<file path="src/rtl/sarx_pkg.sv">
package sarx_pkg;
  // one bit-clock rising edge, decoded into frame position
  typedef struct packed {
    logic       rise;   // a bit-clock rising edge was seen this cycle
    logic       dbit;   // data value at that edge
    logic       left;   // edge belongs to the left-channel half
    logic       start;  // edge is the first slot of a half
  } slot_evt_t;
endpackage

</file>
<file path="src/rtl/sarx_sync.sv">
module sarx_sync #(
  parameter int N      = 3,
  parameter int STAGES = 2
) (
  input  logic         clk,
  input  logic         rst,
  input  logic [N-1:0] d,
  output logic [N-1:0] q
);
  for (genvar i = 0; i < N; i++) begin : g_bit
    logic [STAGES-1:0] chain;
    always_ff @(posedge clk) begin
      if (rst) chain <= '0;
      else     chain <= {chain[STAGES-2:0], d[i]};
    end
    assign q[i] = chain[STAGES-1];
  end
endmodule

</file>
<file path="src/rtl/sarx_slot_track.sv">
module sarx_slot_track
  import sarx_pkg::*;
#(
  parameter int CNT_W = 9
) (
  input  logic             clk,
  input  logic             rst,
  input  logic             fmt_i2s,
  input  logic             bclk_s,
  input  logic             lrck_s,
  input  logic             data_s,
  output slot_evt_t        evt,
  output logic [CNT_W-1:0] slot
);
  localparam logic [CNT_W-1:0] SLOT_MAX = '1;

  logic             bclk_d, lr_q, eff_q;
  logic [CNT_W-1:0] slot_q;
  logic             rise, eff_now, edge_now;

  assign rise     = bclk_s & ~bclk_d;
  // I2S framing is left-justified framing with the frame clock one slot late
  assign eff_now  = fmt_i2s ? lr_q : lrck_s;
  assign edge_now = eff_now != eff_q;

  always_ff @(posedge clk) begin
    if (rst) begin
      bclk_d <= 1'b0;
      lr_q   <= fmt_i2s;
      eff_q  <= fmt_i2s;
      slot_q <= '0;
    end else begin
      bclk_d <= bclk_s;
      if (rise) begin
        lr_q  <= lrck_s;
        eff_q <= eff_now;
        if (edge_now)              slot_q <= CNT_W'(1);
        else if (slot_q != SLOT_MAX) slot_q <= slot_q + 1'b1;
      end
    end
  end

  assign evt.rise  = rise;
  assign evt.dbit  = data_s;
  assign evt.left  = fmt_i2s ? ~eff_now : eff_now;
  assign evt.start = edge_now;
  assign slot      = edge_now ? '0 : slot_q;
endmodule

</file>
<file path="src/rtl/sarx_ratio_det.sv">
module sarx_ratio_det
  import sarx_pkg::*;
#(
  parameter int CNT_W = 9
) (
  input  logic      clk,
  input  logic      rst,
  input  logic      fmt_i2s,
  input  slot_evt_t evt,
  output logic      meas_valid,
  output logic      ratio_ok
);
  localparam logic [CNT_W-1:0] CNT_MAX = '1;

  logic [CNT_W-1:0] cnt, meas;
  logic             seen;

  always_ff @(posedge clk) begin
    if (rst) begin
      cnt        <= '0;
      meas       <= '0;
      seen       <= 1'b0;
      meas_valid <= 1'b0;
    end else if (evt.rise) begin
      if (evt.start && evt.left) begin
        if (seen) begin
          meas       <= cnt;
          meas_valid <= 1'b1;
        end
        seen <= 1'b1;
        cnt  <= CNT_W'(1);
      end else if (cnt != CNT_MAX) begin
        cnt <= cnt + 1'b1;
      end
    end
  end

  assign ratio_ok = (meas == CNT_W'(64)) || (meas == CNT_W'(128)) ||
                    ((meas == CNT_W'(32)) && fmt_i2s);
endmodule

</file>
<file path="src/rtl/sarx_word_cap.sv">
module sarx_word_cap
  import sarx_pkg::*;
#(
  parameter int SAMPLE_W = 24,
  parameter int CNT_W    = 9
) (
  input  logic                clk,
  input  logic                rst,
  input  slot_evt_t           evt,
  input  logic [CNT_W-1:0]    slot,
  output logic [SAMPLE_W-1:0] pair_l,
  output logic [SAMPLE_W-1:0] pair_r,
  output logic                pair_stb
);
  logic [SAMPLE_W-1:0] word, left_hold;
  logic                left_ok, started;

  always_ff @(posedge clk) begin
    if (rst) begin
      word      <= '0;
      left_hold <= '0;
      left_ok   <= 1'b0;
      started   <= 1'b0;
      pair_l    <= '0;
      pair_r    <= '0;
      pair_stb  <= 1'b0;
    end else begin
      pair_stb <= 1'b0;
      if (evt.rise) begin
        if (evt.start) begin
          if (started) begin
            if (!evt.left) begin
              // left half just ended
              left_hold <= word;
              left_ok   <= 1'b1;
            end else if (left_ok) begin
              pair_l   <= left_hold;
              pair_r   <= word;
              pair_stb <= 1'b1;
              left_ok  <= 1'b0;
            end
          end
          started <= 1'b1;
          word    <= {evt.dbit, {(SAMPLE_W-1){1'b0}}};
        end else begin
          for (int k = 1; k < SAMPLE_W; k++)
            if (slot == CNT_W'(k)) word[SAMPLE_W-1-k] <= evt.dbit;
        end
      end
    end
  end
endmodule

</file>
<file path="src/rtl/serial_audio_rx.sv">
module serial_audio_rx
  import sarx_pkg::*;
#(
  parameter int SAMPLE_W    = 24,
  parameter int SYNC_STAGES = 2,
  parameter int CNT_W       = 9
) (
  input  logic                clk,
  input  logic                rst,
  input  logic                fmt_i2s_i,
  input  logic                bclk_i,
  input  logic                lrck_i,
  input  logic                sdata_i,
  output logic [SAMPLE_W-1:0] left_o,
  output logic [SAMPLE_W-1:0] right_o,
  output logic                valid_o,
  output logic                frame_err_o
);
  logic [2:0]          pins_s;
  slot_evt_t           evt;
  logic [CNT_W-1:0]    slot;
  logic                meas_valid, ratio_ok, pair_stb;
  logic [SAMPLE_W-1:0] pair_l, pair_r;

  sarx_sync #(.N(3), .STAGES(SYNC_STAGES)) sync_i (
    .clk(clk), .rst(rst), .d({sdata_i, lrck_i, bclk_i}), .q(pins_s));

  sarx_slot_track #(.CNT_W(CNT_W)) track_i (
    .clk(clk), .rst(rst), .fmt_i2s(fmt_i2s_i), .bclk_s(pins_s[0]),
    .lrck_s(pins_s[1]), .data_s(pins_s[2]), .evt(evt), .slot(slot));

  sarx_ratio_det #(.CNT_W(CNT_W)) ratio_i (
    .clk(clk), .rst(rst), .fmt_i2s(fmt_i2s_i), .evt(evt),
    .meas_valid(meas_valid), .ratio_ok(ratio_ok));

  sarx_word_cap #(.SAMPLE_W(SAMPLE_W), .CNT_W(CNT_W)) cap_i (
    .clk(clk), .rst(rst), .evt(evt), .slot(slot),
    .pair_l(pair_l), .pair_r(pair_r), .pair_stb(pair_stb));

  always_ff @(posedge clk) begin
    if (rst) begin
      left_o      <= '0;
      right_o     <= '0;
      valid_o     <= 1'b0;
      frame_err_o <= 1'b0;
    end else begin
      frame_err_o <= meas_valid & ~ratio_ok;
      valid_o     <= pair_stb & meas_valid & ratio_ok;
      if (pair_stb && meas_valid && ratio_ok) begin
        left_o  <= pair_l;
        right_o <= pair_r;
      end
    end
  end
endmodule

</file>
<file path="config.mk">
export PLATFORM = sky130hd
export DESIGN_NAME = serial_audio_rx
export DESIGN_NICKNAME = d
export VERILOG_FILES = /design/src/rtl/sarx_pkg.sv /design/src/rtl/sarx_sync.sv /design/src/rtl/sarx_slot_track.sv /design/src/rtl/sarx_ratio_det.sv /design/src/rtl/sarx_word_cap.sv /design/src/rtl/serial_audio_rx.sv
export SDC_FILE = /design/constraint.sdc
export NUM_CORES = 1
export LEC_CHECK = 0
export BUFFER_PORTS_ARGS = -buffer_cell sky130_fd_sc_hd__clkbuf_2
export CAP_MARGIN = 20
export CORE_ASPECT_RATIO = 0.8
export CORE_MARGIN = 1.5
export CORE_UTILIZATION = 60
export CTS_CLUSTER_SIZE = 8
export DETAILED_ROUTE_END_ITERATION = 10
export PLACE_DENSITY = 0.79
export RECOVER_POWER = 100
export SLEW_MARGIN = 20
export SYNTH_ARGS = -nofsm -noshare
export SYNTH_HDL_FRONTEND = slang
export SYNTH_SLANG_ARGS = --single-unit
</file>
<file path="constraint.sdc">
create_clock -name clk -period 4 [get_ports clk]
set_input_delay 1 -clock clk [delete_from_list [all_inputs] [get_ports clk]]
set_output_delay 1 -clock clk [all_outputs]
set_load 0.01 [all_outputs]
</file>
Yosys cells after proc, flatten, opt, wreduce, memory -nomap -nowiden
Cells that the tools add are included.
Word-level totals
  logic and storage cells: 188
  input port bits: 6
  bits in registers: 187
Cells by class
  $add $sub $neg: 2
  bitwise logic cells: 11
  reductions and logical operators: 64
  multiplexer cells: 37
  eq/ne operators: 29
Operators by type and width (count)
  == test 9 x 4 -> 1 bit (second input constant): 8
  == test 9 x 5 -> 1 bit (second input constant): 8
  AND reduction 2 bit: 27
  nonzero test 2 bit: 26
  2-to-1 mux 9 bit: 5
  == test 9 x 3 -> 1 bit (second input constant): 4
  2-to-1 mux 1 bit: 31
  2-to-1 mux 23 bit: 1
  adder 9 x 1 -> 9 bit (second input constant): 2
  == test 9 x 2 -> 1 bit (second input constant): 2
  != test 9 bit (second input constant): 2
  == test 9 x 1 -> 1 bit (second input constant): 1
  == test 9 x 6 -> 1 bit (second input constant): 1
  == test 9 x 7 -> 1 bit (second input constant): 1
  == test 9 x 8 -> 1 bit (second input constant): 1
  inverter 1 bit: 7
  AND reduction 3 bit: 2
  AND reduction 5 bit: 1
  OR reduction 5 bit: 1
  bitwise AND 1 bit: 4
  logical AND 1 bit: 4
  AND reduction 4 bit: 1
  logical OR 1 bit: 2
  != test 1 bit: 1

Longest topological paths before layout
  word-level depth: 6
  mapped depth: 8
  gate-level depth less buffers: 8

By module
From an unflattened synthesis, not the netlist that was laid out.
Unflattened totals
  cells, all modules: 876
  area total of the unflattened synthesis: 7815.0 µm²
Modules (own cells, without submodules)
  sarx_word_cap: instances 1, cells an instance 457, area each 3832.4 µm², seq. area each 1981.9 µm²
  serial_audio_rx: instances 1, cells an instance 213, area each 2205.9 µm², seq. area each 1001.0 µm²
  sarx_ratio_det: instances 1, cells an instance 104, area each 862.1 µm², seq. area each 400.4 µm²
  sarx_slot_track: instances 1, cells an instance 87, area each 734.5 µm², seq. area each 260.2 µm²
  sarx_sync: instances 1, cells an instance 15, area each 180.2 µm², seq. area each 120.1 µm²

Worst setup path before layout
No wires, ideal clock.
  path kind: input-to-reg
  start point: input fmt_i2s_i
  end point: register cap_i.left_hold[10]
  data required time: 3880 ps
  path buffers: 4
  stages on the path: 8
  arrival time: 2334 ps
  setup slack: 1547 ps
  cells stage by stage: buf_4 > mux2i_4 > mux2i_1 > buf_2 > nor3b_1 > buf_4 > buf_6 > mux2i_1
Between the ends
  longest elaborated chain between the ends: 5
Ends and longest elaborated chain
  start: declaration: line serial_audio_rx.sv:10  | input logic fmt_i2s_i,
  2-to-1 mux 1 bit: line sarx_slot_track.sv:23  | assign eff_now = fmt_i2s ? lr_q : lrck_s;
  inverter 1 bit: line sarx_slot_track.sv:45  | assign evt.left = fmt_i2s ? ~eff_now : eff_now;
  2-to-1 mux 1 bit: line sarx_slot_track.sv:45
  inverter 1 bit (no source line)
  AND reduction 4 bit (no source line) (*)
  end signal: assignment: line sarx_word_cap.sv:34  | left_hold <= word;
  end: declaration: line sarx_word_cap.sv:15  | logic [SAMPLE_W-1:0] word, left_hold;
Mark *: on every way between the ends. The rest lies on a longest branch, timed or not.
A chain may end at the register's enable or synchronous reset.

Worst setup path in the final report
  start point: input rst
  end point: register track_i.eff_q (data pin)
Between the ends
  longest elaborated chain between the ends: 1
Ends and longest elaborated chain
  start: declaration: line serial_audio_rx.sv:9  | input logic rst,
  2-to-1 mux 1 bit: line sarx_slot_track.sv:27  | if (rst) begin
  end signal: assignment: line sarx_slot_track.sv:30  | eff_q <= fmt_i2s;
  end signal: assignment: line sarx_slot_track.sv:36  | eff_q <= eff_now;
  end: declaration: line sarx_slot_track.sv:17  | logic bclk_d, lr_q, eff_q;
Every way passes these cells.

==> metrics <==
status finished with violations; failing checks capacitance limit, slew limit; CP Capture Point track_i.eff_q$_DFFE_PP_; worst path arrival time 3.16 ns; Levels on crit path 5; Slew Viols, Final 33; startpoint types primary input; clk slew on worst S/H paths about 0.060 ns; Setup CP Type primary input to flop; TritonRoute pass-1 iters 5; Worst path max stage delay 1.08 ns; Core Region between 0.01 and 0.015 sq mm; clock skew approximately 0.012 ns; post-synthesis compound-gate area fraction under 10%; H-tree lvl count 4; WL per Instance ~16 um; CP Capture Type flop; R2R depth 5; Initial Utilization 61.20%; min cycle time layout approximately 3.0 ns; Post-Route WL about 15 mm; syn avg cell area around 10 sq um; largest family of logic cells by synthesized area multiplexers; worst slew pin tran roughly 1.5 ns; boundary pin count 56; Post-Synth XOR/XNOR Area around 1.5%; fraction of the mapped netlist area in simple logic gates roughly a fifth; crit-path cells clkbuf_1, inv_4, buf_4, a21oi_1, a31oi_1; crit-path leading delay family buffers and inverters; first-pass GRT wire length 24.18 mm; worst skew pair latency between 0.4 and 0.5 ns; final std cells w/o fill roughly 960; largest net degree at the start of global routing a little over 50; Syn Nets 770; Async SR Flop Fraction 0%; R2R Path End left_o[9]$_SDFFE_PP0P_; synthesis-to-finish area growth 11.22%; top cell type's share of synthesized area between 40% and 50%; port bufs 55; initial antenna violation count 0; Yosys reg bits roughly 190; Worst Path Required 4.16 ns; row count 36; vias in the first global route 4945; reg2reg setup slack 1.36 ns; Detailed Route Iter0 Violations approximately 380; CTS root buf clkbuf_16; CTS sink cnt about 190; met2 routed WL 6.956 mm; CP bufs+invs 3; CTS Hold Bufs 0; Power Density approximately 450 mW/mm^2; hold crit path type flop to flop; die height between 100 and 150 um; top_reg_cell synth dfxtp_1; Max Freq 333.4 MHz; total gr overflow 0; most frequent cells in the layout dfxtp_1, nand2_1, mux2i_1; most area-consuming cells after synthesis dfxtp_1, mux2i_1, nand2_1; Yosys top cell by area dfxtp_1; vias per cell 5.601; gp weighted congestion 0.8447; post-synthesis cell type count between 40 and 50; total CTS buffers 17; Synth Area in Adders less than 1%; placed insts 924; residual DRC count 0; number of synthesized flops with an enable pin 2; met1 wire length approximately 7.0 mm; share of cells above drive strength 1 6.095%; Leak Pwr about 3.2 nW; multiplexer share of the synthesized area a little over a fifth; Worst path slowest cell clkbuf_1; # setup viols final 0; crit share post-route ~75%; r2r startpoint ratio_i.meas[1]$_SDFFE_PP0P_; setup TNS 0 ns; register area share after synthesis approximately half; Final Util slightly below 70%; setup repair bufs after CTS 0; hpwl dp about 9.9 mm; slew margin rel. -1.120%; CTS Buffer Depth 2; Fin. Hold Viols 0; Tot GR Track Use about a quarter; leading cell type in the layout, fill and taps excluded dfxtp_1; CTS tree built; Ys Warns 0; total number of vias roughly 5400; Final #Nets ~800; peak supply drop 0.2815 mV; Max Cap Viol 1; Top Layer Used met4; die area between 0.01 and 0.015 sq mm; metal3 WL about 810 um; number of diodes 0; Post-CTS Resized 0; worst-path fanout max 47; synthesized cell area between 0.007 and 0.008 sq mm; antenna-violating nets left 0; Die Wd 127.3 um; Critical Path Start rst; RSZ-0062 raised after global routing false; Synth Instances 760
## how the worst min path moves through the flow
stage / slack [ns] / from / cells past startpoint / endpoint
floorplan: 0.41 / sync_i.g_bit[0].chain[0]$_SDFF_PP0_ / 1 / sync_i.g_bit[0].chain[1]$_SDFF_PP0_
global placement: 0.42 / sync_i.g_bit[0].chain[0]$_SDFF_PP0_ / 1 / sync_i.g_bit[0].chain[1]$_SDFF_PP0_
detailed placement: 0.43 / sync_i.g_bit[1].chain[0]$_SDFF_PP0_ / 1 / sync_i.g_bit[1].chain[1]$_SDFF_PP0_
CTS: 0.44 / sync_i.g_bit[1].chain[0]$_SDFF_PP0_ / 1 / sync_i.g_bit[1].chain[1]$_SDFF_PP0_
global route: 0.46 / sync_i.g_bit[1].chain[0]$_SDFF_PP0_ / 1 / sync_i.g_bit[1].chain[1]$_SDFF_PP0_
finish: 0.44 / sync_i.g_bit[0].chain[0]$_SDFF_PP0_ / 1 / sync_i.g_bit[0].chain[1]$_SDFF_PP0_
## stage by stage
| stage | total power [mW] | hold slack (ns) | cell area, sq um | setup slack, ns |
|---|---|---|---|---|
| 5_1_grt | 3.825 | 0.4637 | 8248 | 0.8153 |
| 2_1_floorplan | 1.999 | 0.4138 | 7416 | 1.547 |
| 3_5_place_dp | 2.025 | 0.4258 | 7727 | 0.8456 |
| 3_3_place_gp | 2.021 | 0.4185 | 7721 | 0.7530 |
| 6_report | 3.713 | 0.4403 | 8248 | 1.000 |
| 4_1_cts | 3.742 | 0.4401 | 8341 | 1.310 |
## area by class of cell
| cell class | instances | area [sq um] |
|---|---|---|
| tap | 152 | 190.2 |
| inverter | 8 | 32.53 |
| sequential | 187 | 3764 |
| fill | 938 | 3869 |
| clock buffer | 22 | 474.2 |
| multi-input combinational | 509 | 3352 |
| clock inverter | 10 | 138.9 |
| timing repair buffer | 68 | 296.5 |
## cell usage after synthesis, types with 7 or more instances
cell type,n
a21oi_1,11
buf_2,7
buf_4,7
clkbuf_1,36
dfxtp_1,185
inv_1,8
mux2i_1,153
nand2_1,164
nand3_1,34
nand4_1,9
nor2_1,32
nor2b_1,11
nor3_1,9
nor4_1,12
o21ai_0,9
xor2_1,10
## routing by layer
layer	track usage (%)	vias up
met5	0	-
met1	31.34	2507
met3	6.859	14
met4	7.867	0
met2	37.96	159
li1	-	2675
## worst reg2reg max path: stages, from the launching register on
cell and delay, ns:
dfxtp_1 0.31, or4_1 0.56, nor3_1 0.22, nand4b_1 0.67
clkbuf_1 0.52, mux2i_1 0.21
## state kept, by name (all words and copies together), names as in the netlist
register / flops
cap_i.left_hold: 24
cap_i.left_ok: 1
cap_i.pair_l: 24
cap_i.pair_r: 24
cap_i.pair_stb: 1
cap_i.started: 1
cap_i.word: 24
frame_err_o: 1
left_o: 24
ratio_i.cnt: 9
ratio_i.meas: 9
ratio_i.meas_valid: 1
ratio_i.seen: 1
right_o: 24
sync_i.g_bit.chain: 6
track_i.bclk_d: 1
track_i.eff_q: 1
track_i.lr_q: 1
track_i.slot_q: 9
valid_o: 1
## cells by family (layout without fill, tap and decap cells)
group	Yosys count	after routing
and+or+nand+nor	306	306
DFF	187	187
xor gates and xnor gates	13	13
AOI/OAI and AO/OA	31	31
muxes	155	155
adders and majority gates	4	4
buffers and inverters	64	108
## where the power goes
part           internal (mW)  leakage (nW)  switching (mW)
clock network           1.03         0.300           0.698
registers               1.87          1.51          0.0108
logic                 0.0242          1.41          0.0739
No activity file was read; power rests on OpenSTA's default activity.
